--- config.mk ---
export PLATFORM = sky130hd
export DESIGN_NAME = psr_unit
export DESIGN_NICKNAME = d
export VERILOG_FILES = /design/src/rtl/psr_pkg.sv /design/src/rtl/psr_flag_calc.sv /design/src/rtl/psr_bit_xfer.sv /design/src/rtl/psr_irq_gate.sv /design/src/rtl/psr_unit.sv
export SDC_FILE = /design/constraint.sdc
export NUM_CORES = 1
export LEC_CHECK = 0
export CAP_MARGIN = 25
export CORE_MARGIN = 2
export CORE_UTILIZATION = 50
export DETAILED_ROUTE_END_ITERATION = 10
export DONT_BUFFER_PORTS = 1
export MAX_ROUTING_LAYER = met4
export PLACE_DENSITY = 0.77
export SETUP_SLACK_MARGIN = 0.02
export SLEW_MARGIN = 25
export SYNTH_ARGS = -nofsm -noshare
export SYNTH_HDL_FRONTEND = slang
export SYNTH_SLANG_ARGS = --single-unit
--- constraint.sdc ---
create_clock -name clk -period 3.9 [get_ports clk]
set_clock_uncertainty 0.2 [all_clocks]
set_input_delay 0.195 -clock clk [delete_from_list [all_inputs] [get_ports clk]]
set_output_delay 0.195 -clock clk [all_outputs]
set_load 0.05 [all_outputs]
--- src/rtl/psr_pkg.sv ---
package psr_pkg;

    localparam int PSR_W  = 8;
    localparam int MASK_W = 6;

    localparam int B_I = 7;
    localparam int B_T = 6;
    localparam int B_H = 5;
    localparam int B_S = 4;
    localparam int B_V = 3;
    localparam int B_N = 2;
    localparam int B_Z = 1;
    localparam int B_C = 0;

    typedef enum logic [1:0] {
        FK_ADD   = 2'd0,
        FK_SUB   = 2'd1,
        FK_SUBC  = 2'd2,
        FK_LOGIC = 2'd3
    } flag_kind_e;

    // field order gives I at bit 7 down to C at bit 0
    typedef struct packed {
        logic i;
        logic t;
        logic h;
        logic s;
        logic v;
        logic n;
        logic z;
        logic c;
    } psr_t;

    // flags produced by the derivation stage (no I, T, S)
    typedef struct packed {
        logic h;
        logic v;
        logic n;
        logic z;
        logic c;
    } alu_flags_t;

    // carry out of an adder stage from operand and result bits
    function automatic logic add_cy(input logic a, input logic b, input logic r);
        return (a & b) | (b & ~r) | (~r & a);
    endfunction

    // borrow into a subtractor stage from operand and result bits
    function automatic logic sub_bw(input logic a, input logic b, input logic r);
        return (~a & b) | (b & r) | (r & ~a);
    endfunction

    function automatic logic add_ov(input logic a, input logic b, input logic r);
        return (a & b & ~r) | (~a & ~b & r);
    endfunction

    function automatic logic sub_ov(input logic a, input logic b, input logic r);
        return (a & ~b & ~r) | (~a & b & r);
    endfunction

endpackage

--- src/rtl/psr_flag_calc.sv ---
module psr_flag_calc
    import psr_pkg::*;
#(
    parameter int DATA_W = 8,
    parameter int HALF_B = 3
) (
    input  flag_kind_e          kind,
    input  logic [DATA_W-1:0]   a,
    input  logic [DATA_W-1:0]   b,
    input  logic [DATA_W-1:0]   r,
    input  logic                c_cur,
    input  logic                h_cur,
    input  logic                z_cur,
    output alu_flags_t          flg
);
    localparam int MSB = DATA_W - 1;

    logic res_zero;
    assign res_zero = (r == '0);

    always_comb begin
        flg   = '0;
        flg.n = r[MSB];
        unique case (kind)
            FK_ADD: begin
                flg.c = add_cy(a[MSB], b[MSB], r[MSB]);
                flg.h = add_cy(a[HALF_B], b[HALF_B], r[HALF_B]);
                flg.v = add_ov(a[MSB], b[MSB], r[MSB]);
                flg.z = res_zero;
            end
            FK_SUB: begin
                flg.c = sub_bw(a[MSB], b[MSB], r[MSB]);
                flg.h = sub_bw(a[HALF_B], b[HALF_B], r[HALF_B]);
                flg.v = sub_ov(a[MSB], b[MSB], r[MSB]);
                flg.z = res_zero;
            end
            FK_SUBC: begin
                flg.c = sub_bw(a[MSB], b[MSB], r[MSB]);
                flg.h = sub_bw(a[HALF_B], b[HALF_B], r[HALF_B]);
                flg.v = sub_ov(a[MSB], b[MSB], r[MSB]);
                flg.z = res_zero & z_cur;
            end
            FK_LOGIC: begin
                flg.c = c_cur;
                flg.h = h_cur;
                flg.v = 1'b0;
                flg.z = res_zero;
            end
            default: flg = '0;
        endcase
    end

endmodule

--- src/rtl/psr_bit_xfer.sv ---
module psr_bit_xfer #(
    parameter int DATA_W = 8,
    parameter int SEL_W  = $clog2(DATA_W)
) (
    input  logic [DATA_W-1:0] reg_in,
    input  logic [SEL_W-1:0]  sel,
    input  logic              t_cur,
    output logic              bit_val,
    output logic [DATA_W-1:0] ld_out
);
    assign bit_val = reg_in[sel];

    for (genvar k = 0; k < DATA_W; k++) begin : g_ld
        assign ld_out[k] = (sel == SEL_W'(k)) ? t_cur : reg_in[k];
    end

endmodule

--- src/rtl/psr_irq_gate.sv ---
module psr_irq_gate #(
    parameter int N_IRQ = 8
) (
    input  logic             glob_en,
    input  logic [N_IRQ-1:0] req,
    input  logic [N_IRQ-1:0] en,
    output logic [N_IRQ-1:0] pass
);
    for (genvar k = 0; k < N_IRQ; k++) begin : g_line
        assign pass[k] = glob_en & en[k] & req[k];
    end

endmodule

--- src/rtl/psr_unit.sv ---
module psr_unit
    import psr_pkg::*;
#(
    parameter int N_IRQ = 8
) (
    input  logic             clk,
    input  logic             rst,
    input  logic             alu_upd,
    input  logic [1:0]       alu_kind,
    input  logic [5:0]       alu_mask,
    input  logic [7:0]       op_a,
    input  logic [7:0]       op_b,
    input  logic [7:0]       op_res,
    input  logic             wr_en,
    input  logic [7:0]       wr_data,
    input  logic             sei,
    input  logic             cli,
    input  logic             irq_take,
    input  logic             reti,
    input  logic             bst_en,
    input  logic [2:0]       bit_sel,
    input  logic [7:0]       reg_in,
    output logic [7:0]       bld_out,
    input  logic [N_IRQ-1:0] irq_req,
    input  logic [N_IRQ-1:0] irq_en,
    output logic [N_IRQ-1:0] irq_pass,
    output logic [7:0]       sreg_q
);
    psr_t       cur_q;
    psr_t       nxt;
    alu_flags_t flg;
    logic       st_bit;
    flag_kind_e kind;
    logic       sign_upd;

    assign kind = flag_kind_e'(alu_kind);

    psr_flag_calc #(.DATA_W(PSR_W), .HALF_B(3)) u_calc (
        .kind  (kind),
        .a     (op_a),
        .b     (op_b),
        .r     (op_res),
        .c_cur (cur_q.c),
        .h_cur (cur_q.h),
        .z_cur (cur_q.z),
        .flg   (flg)
    );

    psr_bit_xfer #(.DATA_W(PSR_W)) u_xfer (
        .reg_in  (reg_in),
        .sel     (bit_sel),
        .t_cur   (cur_q.t),
        .bit_val (st_bit),
        .ld_out  (bld_out)
    );

    psr_irq_gate #(.N_IRQ(N_IRQ)) u_gate (
        .glob_en (cur_q.i),
        .req     (irq_req),
        .en      (irq_en),
        .pass    (irq_pass)
    );

    assign sign_upd = alu_mask[B_N] | alu_mask[B_V] | alu_mask[B_S];

    always_comb begin
        nxt = cur_q;
        if (alu_upd) begin
            if (alu_mask[B_H]) nxt.h = flg.h;
            if (alu_mask[B_V]) nxt.v = flg.v;
            if (alu_mask[B_N]) nxt.n = flg.n;
            if (alu_mask[B_Z]) nxt.z = flg.z;
            if (alu_mask[B_C]) nxt.c = flg.c;
            if (sign_upd)      nxt.s = nxt.n ^ nxt.v;
        end
        if (bst_en) nxt.t = st_bit;
        // enable bit: entry, then clear, then set/return
        if (irq_take)         nxt.i = 1'b0;
        else if (cli)         nxt.i = 1'b0;
        else if (sei || reti) nxt.i = 1'b1;
        if (wr_en) nxt = psr_t'(wr_data);
    end

    always_ff @(posedge clk) begin
        if (rst) cur_q <= '0;
        else     cur_q <= nxt;
    end

    assign sreg_q = cur_q;

endmodule

# Yosys cells after proc, flatten, opt, wreduce, memory -nomap -nowiden
# Index checks and enable logic that the tools add are counted.
# word_totals
register_bits,8
# classes
reduce_logical,16
eq_ne,11
n_bitwise,53
mux,26
magnitude_cmp,1
# ops
operator,count
bitwise AND 1 bit,35
two-way mux 1 bit,21
"== test 3 bit, second input constant",4
bitwise OR 1 bit,12
nonzero test 2 bit,6
zero test 8 bit,1
two-way mux 8 bit,1
case mux 2 bit (4 select lines),1
"== test 3 x 2 -> 1 bit, second input constant",2
two-way mux 6 bit,1
case mux 2 bit (3 select lines),1
AND reduction 3 bit,2
inverter 1 bit,5
"== test 2 bit, second input constant",2
"less-than comparator 3 x 4 -> 1 bit, second input constant",1
AND reduction 2 bit,2
nonzero test 4 bit,1
binary-select mux 1 bit (select 3 bit),1
"== test 3 x 1 -> 1 bit, second input constant",1
zero test 3 bit,1
"== test 2 x 1 -> 1 bit, second input constant",1
zero test 2 bit,1
"!= test 2 bit, second input constant",1
OR reduction 2 bit,1
2 further kinds,2

# Longest topological paths before layout
# Gate-level depths: netlist (run 1).
# logic_depth
depth_word,11
depth_mapped,8
mapped_depth_nobuf,7

# By module
# A second synthesis (run 1) with hierarchy kept.
# unflattened
hier_cells,117
hier_area_um2,955.9
# by_module_without_submodules
mod,area_each_um2,cells_per_inst,n_inst,seq_area_each_um2
psr_unit,422.9,46,1,160.2
psr_bit_xfer,252.7,31,1,0.0
psr_flag_calc,230.2,32,1,0.0
psr_irq_gate,50.0,8,1,0.0

# Worst setup path after synthesis (run 1)
# OpenSTA, ideal clock, no wires.
# synth_timing
kind,in2reg
startpoint,in alu_kind[0]
endpoint,reg cur_q (netlist bit sreg_q[4])
required_time_ps,3614
arrival_ps,1337
cell_stages,8
n_path_buf,1
setup_slack_ps,2277
cell_sequence,inv_1 > ha_1 > buf_2 > nand2_1 > o311ai_1 > o22ai_1 > xnor2_1 > a211oi_1
# synth_via
elab_chain_cells,9
# synth_lines
element,line_no,source
start: declaration,psr_unit.sv:9,"input logic [1:0] alu_kind,"
== test 2 x 1 -> 1 bit or == test 2 bit (tied branches),psr_flag_calc.sv:24,unique case (kind)
OR reduction 2 bit (no source line),--,
case mux 2 bit (3 select lines) *,psr_flag_calc.sv:24,
two-way mux 1 bit *,psr_unit.sv:70,if (alu_mask[B_V]) nxt.v = flg.v;
two-way mux 1 bit *,psr_unit.sv:68,if (alu_upd) begin
XOR 1 bit *,psr_unit.sv:74,if (sign_upd) nxt.s = nxt.n ^ nxt.v;
two-way mux 1 bit *,psr_unit.sv:74,
two-way mux 6 bit *,psr_unit.sv:68,
two-way mux 8 bit *,psr_unit.sv:81,if (wr_en) nxt = psr_t'(wr_data);
end signal: assignment,psr_unit.sv:86,else cur_q <= nxt;
end: declaration,psr_unit.sv:29,psr_t cur_q;
# Mark *: on every way between the ends. The rest lies on a longest branch, timed or not. The select of a mux whose other input is x is not followed.
# A chain may end at the register's enable or synchronous reset.

# Worst setup path after layout (run 1)
# layout_timing
startpoint,in wr_en
endpoint,reg cur_q (netlist bit sreg_q[1])
# layout_via
elab_chain_cells,2
# layout_lines
element,line_no,source
start: declaration,psr_unit.sv:14,"input logic wr_en,"
nonzero test 2 bit (no source line),--,
AND reduction 2 bit (no source line),--,
# Several ways; a longest one is shown, not always the timed one.

==> impl_summary.md, run 1 <==
Status
The flow ran to the end, and the final reports show no timing, DRC or antenna violations.

Clock tree
The cell at the root of the clock tree is clkbuf_4. The total CTS buffers is 3. After clock tree synthesis, the clock-pin slew on the worst setup and hold paths is 50 ps. Counting along the longest clock path gives a buffer depth of 2. The count of H-tree levels built during CTS is 1.

The TritonCTS clock tree is yes. Clock tree synthesis found a total of 8 sinks. At the later pin of the worst-skew pair, clock insertion delay measures 250 ps.

Critical path
The launching element of the worst setup path is wr_en. Of all nets on the critical path, the largest fanout is 16. The startpoint identified for the worst register-to-register timing path is sreg_q[1].

The worst setup path is captured at a flip-flop. The kind of critical path is in -> reg. For the worst setup path, the data arrival time is 2530 ps. Data on the critical path is required at its endpoint by ~3800 ps. The kind of launch point of the worst setup path is an input port.

Placed design
Summed over all nets, the half-perimeter wirelength after detailed placement is 2.003 mm. The congestion estimate from routability-driven global placement came to 0.7096. The total placed cells including tap cells is around 140. OpenSTA, run right after detailed placement, puts the worst setup slack at between 2000 and 2500 ps. Buffers placed on the I/O ports in this run total 0.

Layout
The post-layout utilization of the core is approximately three fifths. The flip-flop count of the largest register after layout is 8. The number of diodes added for antenna fixing is 0. The number of filler instances in the final layout is 175.

In the final design database the tool counted around 210 nets. Compared with the post-synthesis result, the final layout area differs by 12.77%. The count of placed standard cells in the final layout, fillers left out is 156. The ratio of cells with drive above 1 in the final layout is 12.21%.

Floorplanning
Measured along the x axis, the die boundary spans 47.38 um. The initial core utilization is 53.91%. The top-level port count is 100. The total area inside the core boundary comes to 0.001745 mm2. The height of the chip is 47.38 um.

The floorplan step defined a die boundary enclosing approximately 0.0022 mm2. The floorplan has 15 rows.

Detailed routing
The number of nets with antenna violations after routing is 0. For this run, the detailed router's first-pass iteration total came to 4. The first routing iteration left 11 violations.

For this block, the via count after detailed routing is around 950. The total routed wirelength is ~2.6 mm. In the final routed layout, each cell accounts on average for 16.54 um. Using the TritonRoute via totals, the vias-per-cell ratio works out to ~6.1. The number of design rule violations left after detail routing is 0.

Hold path
The tightest min-delay check is of the in -> reg type. The beginning of the worst hold path is op_b[7].

STA
The final setup violation count is 0. On the final layout, the worst hold slack is about 42 ps. Subtracting the final worst setup slack from the clock period gives 2586 ps. The final-report max-slew violation count came to 0. The worst path meets setup with around 1300 ps of slack.

The measured slew at the worst slew-check pin is 712.6 ps. The maximum achievable frequency is 0.3866 GHz. Of the available clock period, the critical path in the final layout requires 66.32%. Setup repair after global routing left no endpoint under its margin.

The headroom to the max-slew limit is between 50% and 60%. The final-report hold violation count was 0. The setup TNS is 0 ps.

Synthesis
In the post-synthesis netlist, the biggest area contributors are dfxtp_1 (17%), mux2_2 (11%), a21oi_1 (7.4%), and3_1 (5.3%), ha_1 (5.3%). Among all flip-flop cells after synthesis, the most frequent one is dfxtp_1. The top cell type by total area after synthesis is dfxtp_1. The synthesized area per cell is 7.467 um2. Counting flops with a built-in enable in the synthesized netlist gives 0. The area share of the leading cell type in the synthesized netlist is 17.02%. Counting every instance in the synthesized netlist gives about 130. The synthesized cell area is 940.9 um2. The flip-flop and latch count after synthesis is 8. The sequential area share after synthesis is 17.02%. The number of distinct library cells after synthesis is 39.

In the synthesized netlist the async set-or-reset flop fraction comes to 0%. Synthesis produced a netlist with a net count of 206. Yosys printed 0 warnings.

Global routing
The via count of the first global-routing pass is 843. The first global-routing pass estimated roughly 3.4 mm of wire. The met3 usage is 2.692%. The total grt overflow is 0. The number of antenna violations at the first check in global routing is 0. The overall track demand over capacity in global routing is 22.67%. Global routing consumed, on the met2 layer, around 46% of the routing resources. The met1 demand-to-capacity share in global routing is 20.05%.

Entering global routing, the biggest net connects 17 pins. The layer carrying the most global-route usage is met2.

Power
Summed over all nets, the switching power comes to ~0.11 mW. In this run switching power makes up about two fifths of total power. The internal power component is 0.1637 mW. The clock network power share is between 20% and 30%. The cell area power density is 260.3 mW/mm2.

The power share of the sequential group is roughly 41%. Combinational logic is responsible for 35.5% of the overall power. The maximum VDD drop is 116.9 uV. The analysis attributes to cell leakage a power of 0.4380 nW.

Run
The tool flagged a number of max-cap violations equal to 0.
-- placed cells by master, fill, tap and decap left out, types with 3 or more instances in the layout --
cell,synthesis,layout
mux2i_1,3,3
nor2_1,11,11
nand3b_1,4,4
and3_1,8,8
nor3_1,4,4
inv_1,7,7
ha_1,4,4
dfxtp_1,8,8
nand2_1,12,12
dlygate4sd3_1,0,14
a221oi_1,3,3
a21oi_1,14,14
clkbuf_4,0,3
mux2_2,9,9
-- per-stage QoR --
step / cell area, um2 / power, mW
floorplan: 940.9 / 0.2015
global placement: 898.4 / 0.1949
detailed placement: 898.4 / 0.1970
CTS: 1061 / 0.2792
global route: 1061 / 0.2913
finish: 1061 / 0.2762
-- metal layers --
layer  vias up  wire, um  part of all wire, %
met3         4       172                  6.7
li1        468         -                    -
met2        51      1450                   56
met1       425       926                   36
met4         0        31                  1.2
met5         -         0                    0
-- cells in the mapped netlist, types with 3 or more instances --
cell       n
dfxtp_1    8
a221oi_1   3
buf_4      5
mux2i_1    3
ha_1       4
inv_1      7
and3_1     8
a21oi_1   14
nand2_1   12
nor3_1     4
nand3b_1   4
nor2_1    11
mux2_2     9
-- layout make-up --
| class | count | area (um2) | area share, % |
|---|---|---|---|
| Timing Repair Buffer | 14 | 140.1 | 13.21 |
| Sequential cell | 8 | 160.2 | 15.09 |
| Multi-Input combinational cell | 99 | 680.7 | 64.15 |
| Clock buffer | 3 | 22.52 | 2.123 |
| Inverter | 7 | 26.28 | 2.476 |
| Tap cell | 25 | 31.28 | 2.948 |
-- path summary, 6_finish.rpt --
path                                   to  slack [ps]  depth (start not counted)
worst max-delay path            sreg_q[1]        1310                          6
worst min register to register  sreg_q[0]         630                          2
worst min-delay path            sreg_q[0]          40                          4
worst max register to register  sreg_q[1]        1440                          6
-- cells by family after synthesis --
family	synth area share, %
XOR/XNOR	0.9310
AND/OR/NAND/NOR	27.79
buffers and inverters	10.64
adder cells (fa/ha/maj)	5.319
flip-flops	17.02
multiplexers	16.36
AO/OA/AOI/OAI	21.94
-- critical path: stages --
cell           delay (ps)
dlygate4sd3_1         880
nor2_1                100
a21oi_1               140
dlygate4sd3_1         590
a21oi_1                60
dlygate4sd3_1         560
-- power groups by stage --
stage	logic, mW	registers, mW	clock network (mW)
2_1_floorplan	0.101	0.101	0
3_3_place_gp	0.0797	0.115	0
3_5_place_dp	0.0814	0.116	0
4_1_cts	0.0975	0.114	0.0680
5_1_grt	0.104	0.114	0.0724
6_report	0.0980	0.114	0.0646
-- repair_timing --
action / CTS / global route
hold buffers: 14 / 0
endpoints found under the hold margin: 8 / 0
endpoints found under the setup margin: 0 / 0
buffers inserted: 0 / 0
gates resized for setup: 0 / 0
Power figures use the tool's default switching activity.
==> run 2: changes to the inputs <==
--- a/config.mk
+++ b/config.mk
@@ -11,7 +11,7 @@
 export DETAILED_ROUTE_END_ITERATION = 10
 export DONT_BUFFER_PORTS = 1
 export MAX_ROUTING_LAYER = met4
-export PLACE_DENSITY = 0.77
+export PLACE_DENSITY = 0.8
 export SETUP_SLACK_MARGIN = 0.02
 export SLEW_MARGIN = 25
 export SYNTH_ARGS = -nofsm -noshare
==> constraint.sdc (replaced) <==
create_clock -name clk -period 2.2 [get_ports clk]
set_clock_uncertainty 0.2 [all_clocks]
set_input_delay 0.11 -clock clk [delete_from_list [all_inputs] [get_ports clk]]
set_output_delay 0.11 -clock clk [all_outputs]
set_load 0.05 [all_outputs]
==> impl_summary.md, run 2 (same netlist as run 1, synthesis figures left out) <==
Status
Status: finished clean (unchanged).

Clock tree
The clock transition time at the flip-flop clock pins of the worst setup and hold paths was 50 ps (about the same). The cell at the root of the clock tree is clkbuf_4 (unchanged). The total CTS buffers is 3 (unchanged).

The source-to-sink clock delay at the later pin of the worst-skew pair was 250 ps (about the same). The number of sinks handled by clock tree synthesis is 8 (unchanged). The count of H-tree levels built during CTS came to 1 (unchanged). The TritonCTS clock tree is yes (unchanged). The number of buffers on the longest clock path is 2 (unchanged).

Hold path
The end point of the worst hold path is bld_out[0] (was sreg_q[0]). The class of the tightest hold or removal check is in -> out (was in -> reg). The beginning of the worst hold path is reg_in[0] (was op_b[7]). The hold path depth was 1 (was 4).

Placed design
The total placed cells including tap cells is 145 (was 139). The placed instance area is 943.4 um2 (was 898.4 um2). The global placer's final weighted congestion is 0.7390 (was 0.7096).

The count of buffers inserted at the top-level ports was 0 (unchanged). The HPWL after detailed placement is 2.045 mm (was 2.003 mm).

Floorplanning
The die outline width was 47.38 um (unchanged). The area enclosed by the die boundary is 0.002245 mm2 (unchanged). The top-level port count was 100 (unchanged). The height of the chip came to 47.38 um (unchanged). The number of core rows is 15 (unchanged). The initial core utilization is 53.91% (unchanged).

The core area came to 0.001745 mm2 (unchanged).

Layout
The multi-input logic area is 680.7 um2 (unchanged). The area growth from synthesis to layout is 19.68% (was 12.77%). The flip-flop count of the largest register after layout is 8 (unchanged).

The post-route standard cell area excluding fillers is 0.001126 mm2 (was 0.001061 mm2). The number of nets in the final layout is 221 (was 213). Leaving out fill and tap cells, the most frequent cell in the layout is dlygate4sd3_1.

The number of diodes added for antenna fixing is 0 (unchanged). The area occupied by registers is 160.2 um2 (unchanged). The ratio of cells with drive above 1 in the final layout was 15.83% (was 12.21%). The count of placed standard cells in the final layout, fillers left out is 164 (was 156). The number of filler instances in the final layout is 178 (was 175). Most frequent cells in the layout: dlygate4sd3_1 (16), a21oi_1 (14), nand2_1 (12), nor2_1 (11), mux2_2 (9) (was a21oi_1 (14), dlygate4sd3_1 (14), nand2_1 (12), nor2_1 (11), mux2_2 (9)).

STA
The final-report hold violation count came to 0 (unchanged). The maximum achievable frequency is between 0.4 and 0.5 GHz. The final-report max-slew violation count is 0 (unchanged). The headroom to the max-slew limit is 61.87% (was 52.43%). The measured slew at the worst slew-check pin is 571.1 ps (was 712.6 ps). After layout, the worst path uses between 90 and 100% of the clock period. The final setup violation count is 0 (unchanged). The setup TNS is 0 ps (unchanged). The post-route worst hold slack was 320.1 ps (was 42.48 ps). The minimum clock period after layout is ~2000 ps. Setup repair after global routing missed its margin: no (unchanged).

Critical path
The kind of critical path is in -> reg (unchanged). The worst flop-to-flop path startpoint is sreg_q[1] (unchanged). The type of destination of the critical path is a flip-flop (unchanged). The worst flop-to-flop path endpoint is sreg_q[1] (unchanged). The reg-to-reg setup timing slack is 210 ps (was 1440 ps). The kind of launch point of the worst setup path is an input port (unchanged). The required time of the critical path is 2180 ps (was 3840 ps). The maximum fanout along the worst path is 16 (unchanged). The number of cells on the worst reg-to-reg path is 4 (was 6).

The arrival time of data at the critical path endpoint is 2010 ps (was 2530 ps).

Run
The number of max-cap violations is 0 (unchanged).

Global routing
The number of antenna violations at the first check in global routing is 0 (unchanged). The first-pass GRT wire length is 3.732 mm (was 3.367 mm). The overall track demand over capacity in global routing is 24.26% (was 22.67%).

The via count of the first global-routing pass was 937 (was 843). The maximum number of pins on one net before global-route repair is 17 (unchanged). The total grt overflow is 0 (unchanged).

Power
The net switching fraction of the power is 39.81% (was 40.72%). The cell area power density is 447.1 mW/mm2 (was 260.3 mW/mm2). The power share of the sequential group is 33.6% (was 41.1%). The switching power is 0.2004 mW (was 0.1125 mW). The maximum VDD drop is 229.1 uV (was 116.9 uV).

The total design power is 0.5035 mW (was 0.2762 mW). The leakage power summed over all cells came to 0.4806 nW (was 0.4380 nW). The internal power component was 0.3031 mW (was 0.1637 mW). The combinational share of power is 44.3% (was 35.5%). The clock network power share came to 22.1% (was 23.4%).

Detailed routing
The total routed wirelength is 2.720 mm (was 2.581 mm). The number of iterations in the first detailed-routing pass is 4 (unchanged). The number of nets with antenna violations after routing is 0 (unchanged). The average wire per standard cell is 16.59 um (was 16.54 um). The overall via count from detail_route was 1001 (was 948).

The number of design rule violations left after detail routing is 0 (unchanged). The first-iteration detailed-routing DRC count is 20 (was 11). The average via count per standard cell is 6.104 (was 6.077).
-- run 2: cell types whose count changed in the layout (fill, tap and decap cells not counted) --
cell,change
buf_4,+6
dlygate4sd3_1,+2
-- run 2: routing by layer --
layer / share of wire (%) / vias up / track usage, % / wire length, um
li1: - / 482 / - / -
met1: 34 / 458 / 22.30 / 931
met2: 57 / 57 / 48.65 / 1556
met3: 7.5 / 4 / 5.000 / 203
met4: 1.1 / 0 / 6.667 / 29
met5: 0 / - / - / 0
-- run 2: worst max-delay path, stage by stage --
cell           delay, ps
dlygate4sd3_1        750
nor4_1               420
a21oi_1               60
dlygate4sd3_1        580
nor2_1                70
-- run 2: power by group through the flow --
| stage | clock network [mW] | registers, mW | logic, mW |
|---|---|---|---|
| finish | 0.111 | 0.169 | 0.223 |
| global route | 0.122 | 0.170 | 0.238 |
| CTS | 0.111 | 0.169 | 0.222 |
| detailed placement | 0 | 0.172 | 0.189 |
| global placement | 0 | 0.171 | 0.185 |
| floorplan | 0 | 0.179 | 0.178 |
-- run 2: what timing repair did --
action,4_1_cts,5_1_grt
buffers inserted,0,0
resized for setup,0,0
hold buffers,16,0
endpoints found under the hold margin,8,0
-- run 2: worst max-delay path by stage --
| stage | to | startpoint | slack [ps] | cells after the start |
|---|---|---|---|---|
| 6_report | sreg_q[7] | wr_en | 170 | 5 |
| 5_1_grt | sreg_q[4] | alu_kind[0] | 50 | 8 |
| 4_1_cts | sreg_q[7] | wr_en | 190 | 5 |
| 3_5_place_dp | sreg_q[4] | alu_kind[0] | 480 | 7 |
| 3_3_place_gp | sreg_q[4] | alu_kind[0] | 570 | 7 |
| 2_1_floorplan | sreg_q[4] | alu_kind[0] | 660 | 8 |
-- run 2: area by class of cell --
cell class | instances | area share, %
clock buffers | 3 | 2.000
well taps | 25 | 2.778
repair buffers | 22 | 18.22
multi-input cells | 99 | 60.44
inverters | 7 | 2.333
flip-flops and latches | 8 | 14.22
-- run 2: metrics by stage --
| step | setup slack, ps | utilization, % |
|---|---|---|
| 4_1_cts | 194.5 | 64.52 |
| 3_5_place_dp | 479.1 | 54.05 |
| 2_1_floorplan | 662.2 | - |
| 5_1_grt | 53.35 | 64.52 |
| 6_report | 172.9 | 64.52 |
| 3_3_place_gp | 573.2 | 54.05 |
==> run 3: changes to the inputs <==
--- a/config.mk
+++ b/config.mk
@@ -6,12 +6,14 @@
 export NUM_CORES = 1
 export LEC_CHECK = 0
 export CAP_MARGIN = 25
+export CELL_PAD_IN_SITES_DETAIL_PLACEMENT = 0
+export CELL_PAD_IN_SITES_GLOBAL_PLACEMENT = 2
 export CORE_MARGIN = 2
-export CORE_UTILIZATION = 50
+export CORE_UTILIZATION = 30
 export DETAILED_ROUTE_END_ITERATION = 10
 export DONT_BUFFER_PORTS = 1
 export MAX_ROUTING_LAYER = met4
-export PLACE_DENSITY = 0.8
+export PLACE_DENSITY = 0.94
 export SETUP_SLACK_MARGIN = 0.02
 export SLEW_MARGIN = 25
 export SYNTH_ARGS = -nofsm -noshare
==> constraint.sdc (replaced) <==
create_clock -name clk -period 2.6 [get_ports clk]
set_clock_uncertainty 0.2 [all_clocks]
set_input_delay 0.13 -clock clk [delete_from_list [all_inputs] [get_ports clk]]
set_output_delay 0.13 -clock clk [all_outputs]
set_load 0.05 [all_outputs]
==> impl_summary.md, run 3 (same netlist as run 1, synthesis figures left out) <==
Power
The total design power is 0.4224 mW (was 0.5035 mW). The maximum VDD drop is 96.55 uV (was 229.1 uV). The clock network power share was 23.7% (was 22.1%). The net switching fraction of the power is 40.80% (was 39.81%). The combinational share of power is 35.9% (was 44.3%).

The cell area power density is 378.9 mW/mm2 (was 447.1 mW/mm2). The internal power component came to 0.2500 mW (was 0.3031 mW). The power share of the sequential group was 40.4% (was 33.6%). The leakage power summed over all cells was 0.4524 nW (was 0.4806 nW). The switching power is 0.1723 mW (was 0.2004 mW).

Clock tree
The number of buffers inserted by hold repair at cts was 17 (was 16). The count of H-tree levels built during CTS came to 1 (unchanged). The cell at the root of the clock tree is clkbuf_4 (unchanged). The total setup buffers inserted after CTS was 0 (unchanged). The TritonCTS clock tree is yes (unchanged).

The number of sinks handled by clock tree synthesis is 8 (unchanged). The number of buffers on the longest clock path came to 2 (unchanged). The number of gates given a new drive strength after cts is 0 (unchanged).

The clock transition time at the flip-flop clock pins of the worst setup and hold paths was 60 ps (was 50 ps). The source-to-sink clock delay at the later pin of the worst-skew pair is 260 ps (was 250 ps). The total CTS buffers was 3 (unchanged).

STA
The maximum achievable frequency is roughly 0.4 GHz. Setup repair after global routing missed its margin: no (unchanged). The smallest clock period supported by the final layout is computed as 2462 ps.

The final-report max-slew violation count is 0 (unchanged). The setup TNS is 0 ps (unchanged). The headroom to the max-slew limit came to 51.50% (was 61.87%).

The final worst-path cycle share is 94.70%. The post-route worst hold slack is 360.8 ps (was 320.1 ps). The final setup violation count was 0 (unchanged). The final worst setup slack was 137.8 ps (was 172.9 ps). The measured slew at the worst slew-check pin is 726.5 ps (was 571.1 ps). The final-report hold violation count is 0 (unchanged).

Detailed routing
The number of design rule violations left after detail routing is 0 (unchanged). The total routed wirelength is 2.752 mm (was 2.720 mm). The number of iterations in the first detailed-routing pass is 4 (unchanged). The average via count per standard cell is 5.590 (was 6.104). The first-iteration detailed-routing DRC count is 31 (was 20). The average wire per standard cell is 15.46 um (was 16.59 um). The number of nets with antenna violations after routing was 0 (unchanged). The overall via count from detail_route is 995 (was 1001).

Layout
The post-layout utilization of the core is 36.82% (was 64.52%). The count of placed standard cells in the final layout, fillers left out is 178 (was 164). The number of diodes added for antenna fixing is 0 (unchanged). The area growth from synthesis to layout was 18.48% (was 19.68%). The most common library cell in the layout ignoring fill and taps is dlygate4sd3_1 (unchanged). The number of nets in the final layout is 216 (was 221). The flip-flop count of the largest register after layout is 8 (unchanged). The post-route standard cell area excluding fillers is 0.001115 mm2 (was 0.001126 mm2). The number of filler instances in the final layout is 320 (was 178). The ratio of cells with drive above 1 in the final layout is 11.94% (was 15.83%). Most frequent cells in the layout: dlygate4sd3_1 (17), a21oi_1 (14), nand2_1 (12), nor2_1 (11), mux2_2 (9) (was dlygate4sd3_1 (16), a21oi_1 (14), nand2_1 (12), nor2_1 (11), mux2_2 (9)).

Floorplanning
The core area came to 0.003028 mm2 (was 0.001745 mm2). The die outline width was 60.01 um (was 47.38 um). The top-level port count came to 100 (unchanged). The initial core utilization is 31.07% (was 53.91%).

The area enclosed by the die boundary came to 0.003601 mm2 (was 0.002245 mm2). The height of the chip came to 60.01 um (was 47.38 um). The number of core rows is 20 (was 15).

Placed design
The total placed cells including tap cells is 158 (was 145). The HPWL after detailed placement is 2.151 mm (was 2.045 mm). The worst slack after detailed placement came to 867.0 ps (was 479.1 ps).

The global placer's final weighted congestion is 0.7809 (was 0.7390). The placed instance area is 922.1 um2 (was 943.4 um2). The count of buffers inserted at the top-level ports is 0 (unchanged).

Critical path
The maximum fanout along the worst path is 14 (was 16). The arrival time of data at the critical path endpoint came to 2400 ps (was 2010 ps). The kind of critical path is in -> reg (unchanged). The type of destination of the critical path is a flip-flop (unchanged). The required time of the critical path was 2540 ps (was 2180 ps). The kind of launch point of the worst setup path was an input port (unchanged).

Global routing
The first-pass GRT wire length is 3.953 mm (was 3.732 mm). The maximum number of pins on one net before global-route repair is 15 (was 17). The total grt overflow is 0 (unchanged). The via count of the first global-routing pass was 938 (was 937). The number of antenna violations at the first check in global routing was 0 (unchanged). The overall track demand over capacity in global routing is 15.41% (was 24.26%).

Run
The number of max-cap violations is 0 (unchanged).

Hold path
The class of the tightest hold or removal check is in -> out (unchanged).

Status
Status: finished clean (unchanged).
[run 3: changes by cell type in the layout (fill, tap and decap cells not counted), sizes merged]
cell         previous run  this run
buf                     6         0
dlygate4sd3            16        17
[run 3: final cells by class]
class / count / area [um2] / share of cell area [%]
multi-input combinational: 99 / 680.7 / 61.05
timing repair buffer: 17 / 170.2 / 15.26
sequential: 8 / 160.2 / 14.37
tap: 44 / 55.05 / 4.938
inverter: 7 / 26.28 / 2.357
clock buffer: 3 / 22.52 / 2.020
[run 3: worst paths after layout]
| path | from | endpoint | slack [ps] | cells after the start |
|---|---|---|---|---|
| worst max-delay path | wr_en | sreg_q[1] | 140 | 6 |
| worst min-delay path | reg_in[4] | bld_out[4] | 360 | 1 |
| worst min register to register | sreg_q[5] | sreg_q[5] | 1170 | 3 |
| worst max register to register | sreg_q[1] | sreg_q[1] | 140 | 6 |
[run 3: metal layers]
layer  global-route usage, %  vias to the layer above  share of wire, %
met5                       -                        -                 0
met4                   7.619                        0              0.98
met3                   4.113                        2                10
met2                   25.16                       63                48
met1                   17.23                      461                41
li1                        -                      469                 -
[run 3: worst max-delay path, stage by stage]
cell and delay, ps:
dlygate4sd3_1 870, nor2_1 110, a21oi_1 120, dlygate4sd3_1 560, a21oi_1 60, dlygate4sd3_1 560
[run 3: power by group through the flow]
stage,clock network [mW],registers [mW],logic (mW)
3_3_place_gp,0,0.173,0.121
5_1_grt,0.121,0.172,0.164
2_1_floorplan,0,0.151,0.151
6_report,0.100,0.171,0.152
4_1_cts,0.108,0.171,0.152
3_5_place_dp,0,0.173,0.123
